<file path="config.mk">
export PLATFORM = sky130hd
export DESIGN_NAME = frac_en_gen
export DESIGN_NICKNAME = d
export VERILOG_FILES = /design/src/rtl/frac_en_pkg.sv /design/src/rtl/frac_en_cnt.sv /design/src/rtl/frac_en_dec.sv /design/src/rtl/frac_en_gen.sv
export SDC_FILE = /design/constraint.sdc
export NUM_CORES = 1
export LEC_CHECK = 0
export BUFFER_PORTS_ARGS = -buffer_cell sky130_fd_sc_hd__buf_2
export CORE_AREA = 4 4 41 43
export CTS_CLUSTER_SIZE = 16
export DETAILED_ROUTE_END_ITERATION = 8
export DIE_AREA = 0 0 45 47
export GPL_TIMING_DRIVEN = 0
export SYNTH_ARGS = -nofsm -noshare
export SYNTH_HDL_FRONTEND = slang
export SYNTH_HIERARCHICAL = 1
export SYNTH_SLANG_ARGS = --single-unit
export TNS_END_PERCENT = 100
</file>
<file path="constraint.sdc">
create_clock -name clk_i -period 1.99 [get_ports clk_i]
set_input_delay 0.398 -clock clk_i [delete_from_list [all_inputs] [get_ports clk_i]]
set_output_delay 0.398 -clock clk_i [all_outputs]
set_load 0.1 [all_outputs]
</file>
<file path="src/rtl/frac_en_pkg.sv">
`timescale 1ns/1ps
package frac_en_pkg;
  localparam int unsigned PERIOD_DEF = 5;  // input cycles per repeat
  localparam int unsigned GAP_A_DEF  = 2;  // first (short) gap

  function automatic int unsigned cnt_width(input int unsigned n);
    return (n < 2) ? 1 : $clog2(n);
  endfunction
endpackage

</file>
<file path="src/rtl/frac_en_cnt.sv">
`timescale 1ns/1ps
module frac_en_cnt #(
  parameter int unsigned PERIOD = frac_en_pkg::PERIOD_DEF,
  parameter int unsigned W      = frac_en_pkg::cnt_width(PERIOD)
) (
  input  logic         clk_i,
  input  logic         rst_ni,
  input  logic         adv_i,
  output logic [W-1:0] cnt_o
);
  localparam logic [W-1:0] LAST = W'(PERIOD - 1);

  logic [W-1:0] cnt_q;

  always_ff @(posedge clk_i or negedge rst_ni) begin
    if (!rst_ni)    cnt_q <= '0;
    else if (adv_i) cnt_q <= (cnt_q == LAST) ? '0 : cnt_q + 1'b1;
  end

  assign cnt_o = cnt_q;

  p_cnt_range_r3: assert property (@(posedge clk_i) disable iff (!rst_ni)
    cnt_q <= LAST);

  p_cnt_hold_r5: assert property (@(posedge clk_i) disable iff (!rst_ni)
    !adv_i |=> $stable(cnt_q));
endmodule

</file>
<file path="src/rtl/frac_en_dec.sv">
`timescale 1ns/1ps
module frac_en_dec #(
  parameter int unsigned PERIOD = frac_en_pkg::PERIOD_DEF,
  parameter int unsigned GAP_A  = frac_en_pkg::GAP_A_DEF,
  parameter int unsigned W      = frac_en_pkg::cnt_width(PERIOD)
) (
  input  logic [W-1:0] cnt_i,
  output logic         hit_o,    // position is a strobe slot
  output logic         phase_o   // 1 inside the long gap
);
  localparam logic [W-1:0] SLOT_B = W'(GAP_A);

  always_comb begin
    hit_o   = (cnt_i == '0) || (cnt_i == SLOT_B);
    phase_o = (cnt_i >= SLOT_B);
  end
endmodule

</file>
<file path="src/rtl/frac_en_gen.sv">
`timescale 1ns/1ps
module frac_en_gen #(
  parameter int unsigned PERIOD = frac_en_pkg::PERIOD_DEF,
  parameter int unsigned GAP_A  = frac_en_pkg::GAP_A_DEF
) (
  input  logic clk_i,
  input  logic rst_ni,
  input  logic run_i,
  output logic stb_o,
  output logic phase_o,
  output logic rate_clk_o
);
  localparam int unsigned W = frac_en_pkg::cnt_width(PERIOD);

  logic [W-1:0] cnt;
  logic         hit;
  logic         ph;
  logic         rate_q;

  frac_en_cnt #(.PERIOD(PERIOD), .W(W)) u_cnt (
    .clk_i (clk_i),
    .rst_ni(rst_ni),
    .adv_i (run_i),
    .cnt_o (cnt)
  );

  frac_en_dec #(.PERIOD(PERIOD), .GAP_A(GAP_A), .W(W)) u_dec (
    .cnt_i  (cnt),
    .hit_o  (hit),
    .phase_o(ph)
  );

  // mask during reset so a high run_i cannot leak a strobe
  assign stb_o   = run_i & rst_ni & hit;
  assign phase_o = ph & rst_ni;

  always_ff @(posedge clk_i or negedge rst_ni) begin
    if (!rst_ni) rate_q <= 1'b0;
    else         rate_q <= stb_o;
  end

  assign rate_clk_o = rate_q;

  p_no_back_to_back_r8: assert property (@(posedge clk_i) disable iff (!rst_ni)
    stb_o |=> !stb_o);

  p_idle_quiet_r5: assert property (@(posedge clk_i) disable iff (!rst_ni)
    !run_i |-> !stb_o);

  p_short_gap_phase_r6: assert property (@(posedge clk_i) disable iff (!rst_ni)
    (stb_o && !phase_o) |=> !phase_o);

  p_pause_phase_r6: assert property (@(posedge clk_i) disable iff (!rst_ni)
    !run_i |=> $stable(phase_o));

  p_rate_after_stb_r7: assert property (@(posedge clk_i) disable iff (!rst_ni)
    stb_o |=> rate_clk_o);
endmodule

</file>
==> impl_metrics.py, run 1 <==
metrics = {
    "hold_path": {
        "min_path_type": "primary input to flop",
        "min_from": "run_i",
        "hold_path_depth": 2,
        "min_to": "u_cnt/cnt_o[1]",
    },
    "grt": {
        "antenna_found_initial": 0,
        "gr-usage-all-layers_pct": 4.98,
        "first_global_vias": 171,
        "grt_max_degree": 8,
        "grt_pass1_wl_um": 662,
        "overflow": 0,
    },
    "finish": {
        "synthToLayoutAreaGrowth_pct": 36.5,
        "fillers": 153,
        "post-route-util_pct": 21.9,
        "fin_nets": 37,
        "drive_gt1_share_pct": 26.7,
        "final_cell_mix": "buf_2 (5), dfrtp_1 (4), clkbuf_4 (3)",
        "postLayoutCellArea_um2": 285,
        "final_common_cell": "buf_2",
        "diodes": 0,
    },
    "floorplanning": {
        "ios": 6,
        "chipWidth_um": 45,
        "die_area_mm2": 0.00212,
        "die_h_um": 47,
        "rows": 13,
        "initial_utilization_pct": 16.1,
        "core_area_mm2": 0.00130,
    },
    "detailed_routing": {
        "routed_wl_um": 408,
        "via_count": 173,
        "viasPerCell": 3.84,
        "wl_per_cell_um": 9.07,
        "ant_nets": 0,
        "firstDrtPassIters": 1,
        "drt_iter0_markers": 0,
        "drc_errors": 0,
    },
    "power_and_ir_drop": {
        "total_power_mw": 0.450,
        "cellPowerDensity_mw_per_mm2": 1580,
        "leakagePower_nw": 0.149,
        "ir_drop_mv": 0.257,
    },
    "timing": {
        "grt_setup_unrepaired": "no",
        "hold_violations": 0,
        "tightest_slew_ns": 0.486,
        "finalClockSkew_ns": 0.000655,
        "period_minus_slack_ns": 1.76,
        "final-setup-viol-count": 0,
        "slew_headroom_pct": 67.8,
        "slew_viol_final": 0,
        "post-route-period-util_pct": 88.5,
        "finalSetupTns_ns": 0,
        "hold_ws_ns": 0.439,
        "max_freq_mhz": 568,
    },
    "setup_path": {
        "r2r-end": "u_cnt/cnt_o[1]",
        "crit_path_end_kind": "primary output",
        "crit_required_ns": 1.59,
        "cp_data_arrival_time_ns": 1.36,
        "critical_path_class": "flop to primary output",
        "start_kind": "flop",
        "crit_fanout": 5,
        "r2r_cells": 4,
        "worst-r2r-setup-slack_ns": 0.94,
        "regToRegStartpoint": "u_cnt/cnt_o[0]",
    },
    "cts": {
        "clock_path_buffers": 2,
        "numCtsBuffers": 3,
        "cts_num_sinks": 4,
        "clkTransAtPathRegs_ns": 0.04,
        "cts_tree": "yes",
        "htree_levels": 1,
        "clk_latency_ns": 0.23,
        "root_buffer": "clkbuf_4",
        "cts_setup_buffers": 0,
    },
    "place": {
        "dp_hpwl_um": 296,
        "placed_area_um2": 253,
        "port_buffers": 5,
        "routabilityCongestion": 0.616,
    },
    "synthesis": {
        "synth-seq-cells": 4,
        "syn-cell-area_um2": 209,
        "ys_seq_area_share_pct": 47.9,
        "synth_cell_types": 13,
        "syn_inst": 21,
        "syn_area_per_cell_um2": 9.95,
        "ys_warn_count": 6,
        "synth_nets": 26,
    },
    "run": {
        "cap_violations": 0,
    },
    "status": {
        "status": "complete, no violations",
    },
}
-- power by group --
| group | total (mW) | switching [mW] | internal (mW) |
|---|---|---|---|
| Clock | 0.0986 | 0.0313 | 0.0673 |
| Sequential | 0.139 | 0.0274 | 0.111 |
| Combinational | 0.213 | 0.149 | 0.0635 |
-- cell usage after synthesis --
| cell type | count | area share (%) |
|---|---|---|
| dfrtp_1 | 4 | 48 |
| and2_1 | 2 | 6.0 |
| ha_1 | 2 | 12 |
| inv_1 | 2 | 3.6 |
| nand2b_1 | 2 | 6.0 |
| o21ai_1 | 2 | 4.8 |
| a22o_1 | 1 | 4.2 |
| and3_1 | 1 | 3.0 |
| nand2_1 | 1 | 1.8 |
| nor2_1 | 1 | 1.8 |
| nor2b_1 | 1 | 3.0 |
| o22ai_1 | 1 | 3.0 |
| or2_1 | 1 | 3.0 |
-- per-layer routing --
metal	vias up	wire length (µm)	track usage, %
met5	-	0	0
met4	0	0	10.5
met3	0	37	0.383
met2	5	206	6.50
met1	81	164	4.79
li1	87	-	-
-- cell families (layout without fill, tap and decap cells) --
kind of cell | after synthesis | after routing | share of synthesized area (%)
AOI/OAI and AO/OA | 4 | 4 | 12.0
buffers and inverters | 2 | 11 | 3.59
adders and majority gates | 2 | 2 | 12.0
and+or+nand+nor | 9 | 9 | 24.6
DFF | 4 | 4 | 47.9
-- registers in the layout, summed over array words and instances, names as in the netlist --
name         cells
rate_clk_o       1
u_cnt/cnt_o      3
-- worst max path at each step --
| stage | startpoint | end | slack, ns |
|---|---|---|---|
| final | u_cnt/cnt_o[0] | stb_o | 0.23 |
| after global routing | u_cnt/cnt_o[0] | stb_o | 0.15 |
| after CTS | u_cnt/cnt_o[0] | stb_o | 0.20 |
| after detailed placement | rst_ni | stb_o | 0.44 |
| after global placement | rst_ni | stb_o | 0.44 |
| after floorplan | u_cnt/cnt_o[0] | stb_o | 0.31 |
-- worst max-delay path, cell delays in order, from the launching register on --
cell and delay [ns]:
dfrtp_1 0.41, nor2_1 0.12, and3_1 0.17, buf_2 0.43
-- metrics by stage --
step	setup slack [ns]	cells
3_5_place_dp	0.442	41
5_1_grt	0.147	45
2_1_floorplan	0.309	21
6_report	0.230	45
3_3_place_gp	0.443	41
4_1_cts	0.200	45
-- area by class of cell --
cell class | instances | area, µm² | share of cell area (%)
repair buffers | 6 | 35.0 | 12.3
inverters | 2 | 7.51 | 2.63
flip-flops and latches | 4 | 100 | 35.1
clock buffers | 3 | 22.5 | 7.89
multi-input cells | 15 | 101 | 35.5
well taps | 15 | 18.8 | 6.58
-- repair_timing --
action,4_1_cts,5_1_grt
gates resized for setup,0,0
endpoints found under the hold margin,4,0
hold buffers,1,0
Power figures use the tool's default switching activity.
==> run 2, diff against run 1 <==
--- a/config.mk
+++ b/config.mk
@@ -5,11 +5,12 @@
 export SDC_FILE = /design/constraint.sdc
 export NUM_CORES = 1
 export LEC_CHECK = 0
+export ABC_AREA = 1
 export BUFFER_PORTS_ARGS = -buffer_cell sky130_fd_sc_hd__buf_2
-export CORE_AREA = 4 4 41 43
+export CORE_AREA = 2 2 39 41
 export CTS_CLUSTER_SIZE = 16
 export DETAILED_ROUTE_END_ITERATION = 8
-export DIE_AREA = 0 0 45 47
+export DIE_AREA = 0 0 41 43
 export GPL_TIMING_DRIVEN = 0
 export SYNTH_ARGS = -nofsm -noshare
 export SYNTH_HDL_FRONTEND = slang
==> impl_metrics.py, run 2 <==
metrics = {
    "status": {
        "status": "complete, no violations",
    },
    "hold_path": {
        "hold_path_depth": 3,
        "min_to": "rate_clk_o",
        "min_path_type": "primary input to flop",
        "min_from": "rst_ni",
    },
    "setup_path": {
        "cp_data_arrival_time_ns": 1.36,
        "crit_fanout": 4,
        "crit_path_end_kind": "primary output",
        "r2r-end": "u_cnt/cnt_o[1]",
        "path_cells": "nor2_1 -> inv_1 -> nor2_2 -> buf_2",
        "crit_buf_inv": 2,
        "worst-r2r-setup-slack_ns": 0.99,
        "start_kind": "flop",
        "cpPeakStageDelay_ns": 0.43,
        "r2r_cells": 4,
        "critPathTopFamily": "buffers and inverters",
        "cp_slowest_cell": "buf_2",
        "regToRegStartpoint": "u_cnt/cnt_o[0]",
        "critical_path_class": "flop to primary output",
        "crit_required_ns": 1.59,
        "critical_path_depth": 4,
    },
    "grt": {
        "grt_pass1_wl_um": 614,
        "antenna_found_initial": 0,
        "grt_max_degree": 7,
        "gr-usage-all-layers_pct": 5.62,
        "first_global_vias": 178,
        "overflow": 0,
    },
    "detailed_routing": {
        "drc_errors": 0,
        "viasPerCell": 3.60,
        "firstDrtPassIters": 3,
        "routed_wl_um": 403,
        "ant_nets": 0,
        "wl_per_cell_um": 7.33,
        "via_count": 198,
        "drt_iter0_markers": 1,
    },
    "place": {
        "port_buffers": 5,
        "dp_hpwl_um": 312,
        "routabilityCongestion": 0.661,
    },
    "timing": {
        "hold_violations": 0,
        "tightest_slew_ns": 0.483,
        "slew_viol_final": 0,
        "period_minus_slack_ns": 1.75,
        "max_freq_mhz": 570,
        "slew_headroom_pct": 68.0,
        "finalSetupTns_ns": 0,
        "post-route-period-util_pct": 88.1,
        "hold_ws_ns": 0.420,
        "final-setup-viol-count": 0,
        "finalClockSkew_ns": 0.00155,
        "grt_setup_unrepaired": "no",
    },
    "cts": {
        "clkTransAtPathRegs_ns": 0.04,
        "clk_latency_ns": 0.23,
        "htree_levels": 1,
        "cts_num_sinks": 4,
        "root_buffer": "clkbuf_4",
        "ctsResizeCount": 0,
        "cts_setup_buffers": 0,
        "cts_tree": "yes",
        "numCtsBuffers": 3,
        "clock_path_buffers": 2,
        "hold_buffers": 1,
    },
    "synthesis": {
        "synth-main-ff-cell": "dfrtp_1",
        "async_flop_share_pct": 100,
        "synth_nets": 35,
        "yosys.area.top_type_share_pct": 45.2,
        "synth-seq-cells": 4,
        "ys_seq_area_share_pct": 45.2,
        "synth_area_leader_cell": "dfrtp_1",
        "ys_warn_count": 6,
        "yosys-top-cells-count": "nand2_1 (9), inv_1 (7), dfrtp_1 (4), nor2_1 (4)",
        "syn_inst": 30,
        "synth_most_common_cell": "nand2_1",
        "synth_cell_types": 8,
        "synth_edf_count": 0,
        "syn_area_per_cell_um2": 7.38,
        "synth_area_leaders": "dfrtp_1 (45%), nand2_1 (15%), inv_1 (12%)",
        "syn-cell-area_um2": 221,
    },
    "finish": {
        "fillers": 153,
        "final_cell_mix": "nand2_1 (9), inv_1 (7), buf_2 (5)",
        "drive_gt1_share_pct": 23.1,
        "diodes": 0,
        "final_common_cell": "nand2_1",
        "post-route-util_pct": 21.6,
        "fin_nets": 46,
        "synthToLayoutAreaGrowth_pct": 35.0,
        "largest_reg_flops": 3,
    },
    "floorplanning": {
        "ios": 6,
        "core_area_mm2": 0.00138,
        "initial_utilization_pct": 16.0,
        "rows": 14,
        "die_area_mm2": 0.00176,
        "die_h_um": 43,
        "chipWidth_um": 41,
    },
    "power_and_ir_drop": {
        "ir_drop_mv": 0.255,
        "cellPowerDensity_mw_per_mm2": 1610,
        "leakagePower_nw": 0.178,
    },
    "run": {
        "cap_violations": 0,
    },
}
==> run 2: changes by cell type after synthesis, moves of 2 or more <==
cell | before | now
nor2_1 | 1 | 4
inv_1 | 2 | 7
nand2_1 | 1 | 9
o21ai_1 | 2 | 0
nand2b_1 | 2 | 0
and2_1 | 2 | 0
nand3_1 | 0 | 2
==> run 2: area by class of cell <==
cell class,count,area (µm²),share of cell area (%)
sequential,4,100,33.5
tap,16,20.0,6.69
clock buffer,3,22.5,7.53
inverter,7,26.3,8.79
multi-input combinational,19,95.1,31.8
timing repair buffer,6,35.0,11.7
==> run 2: power by group <==
group          internal, mW  switching (mW)
logic                0.0615           0.172
clock network        0.0673          0.0303
registers             0.114          0.0359
total                 0.242           0.238
==> run 2: per-stage QoR <==
stage	worst slack (ns)	power, mW	instances	instance area, µm²
floorplan	0.248	0.341	30	221
global placement	0.441	0.379	51	267
detailed placement	0.434	0.386	51	267
CTS	0.217	0.489	55	299
global route	0.143	0.520	55	299
finish	0.236	0.481	55	299
==> run 2: kinds of logic (layout without fill, tap and decap cells) <==
kind of cell | Yosys count | count (layout) | share of synthesized area (%)
AOI/OAI and AO/OA | 1 | 1 | 2.26
adders and majority gates | 2 | 2 | 11.3
buffers and inverters | 7 | 16 | 11.9
DFF | 4 | 4 | 45.2
and+or+nand+nor | 16 | 16 | 29.4
==> run 2: worst max-delay path by stage <==
stage                    from     to  slack, ns
2_1_floorplan  u_cnt/cnt_o[0]  stb_o       0.25
4_1_cts        u_cnt/cnt_o[0]  stb_o       0.22
5_1_grt        u_cnt/cnt_o[0]  stb_o       0.14
3_5_place_dp           rst_ni  stb_o       0.43
6_report       u_cnt/cnt_o[0]  stb_o       0.24
3_3_place_gp           rst_ni  stb_o       0.44
==> run 2: worst reg2reg max path, cell delays in order (launching register included) <==
cell     delay [ns]
dfrtp_1        0.39
inv_1          0.08
ha_1           0.29
nand3_1        0.09
nand2_1        0.05
==> run 2: routing by layer <==
layer | vias up | track usage, % | wire (µm)
li1 | 106 | - | -
met1 | 87 | 6.41 | 169
met4 | 0 | 8.00 | 0
met3 | 0 | 0 | 19
met5 | - | 0 | 0
met2 | 5 | 7.50 | 215
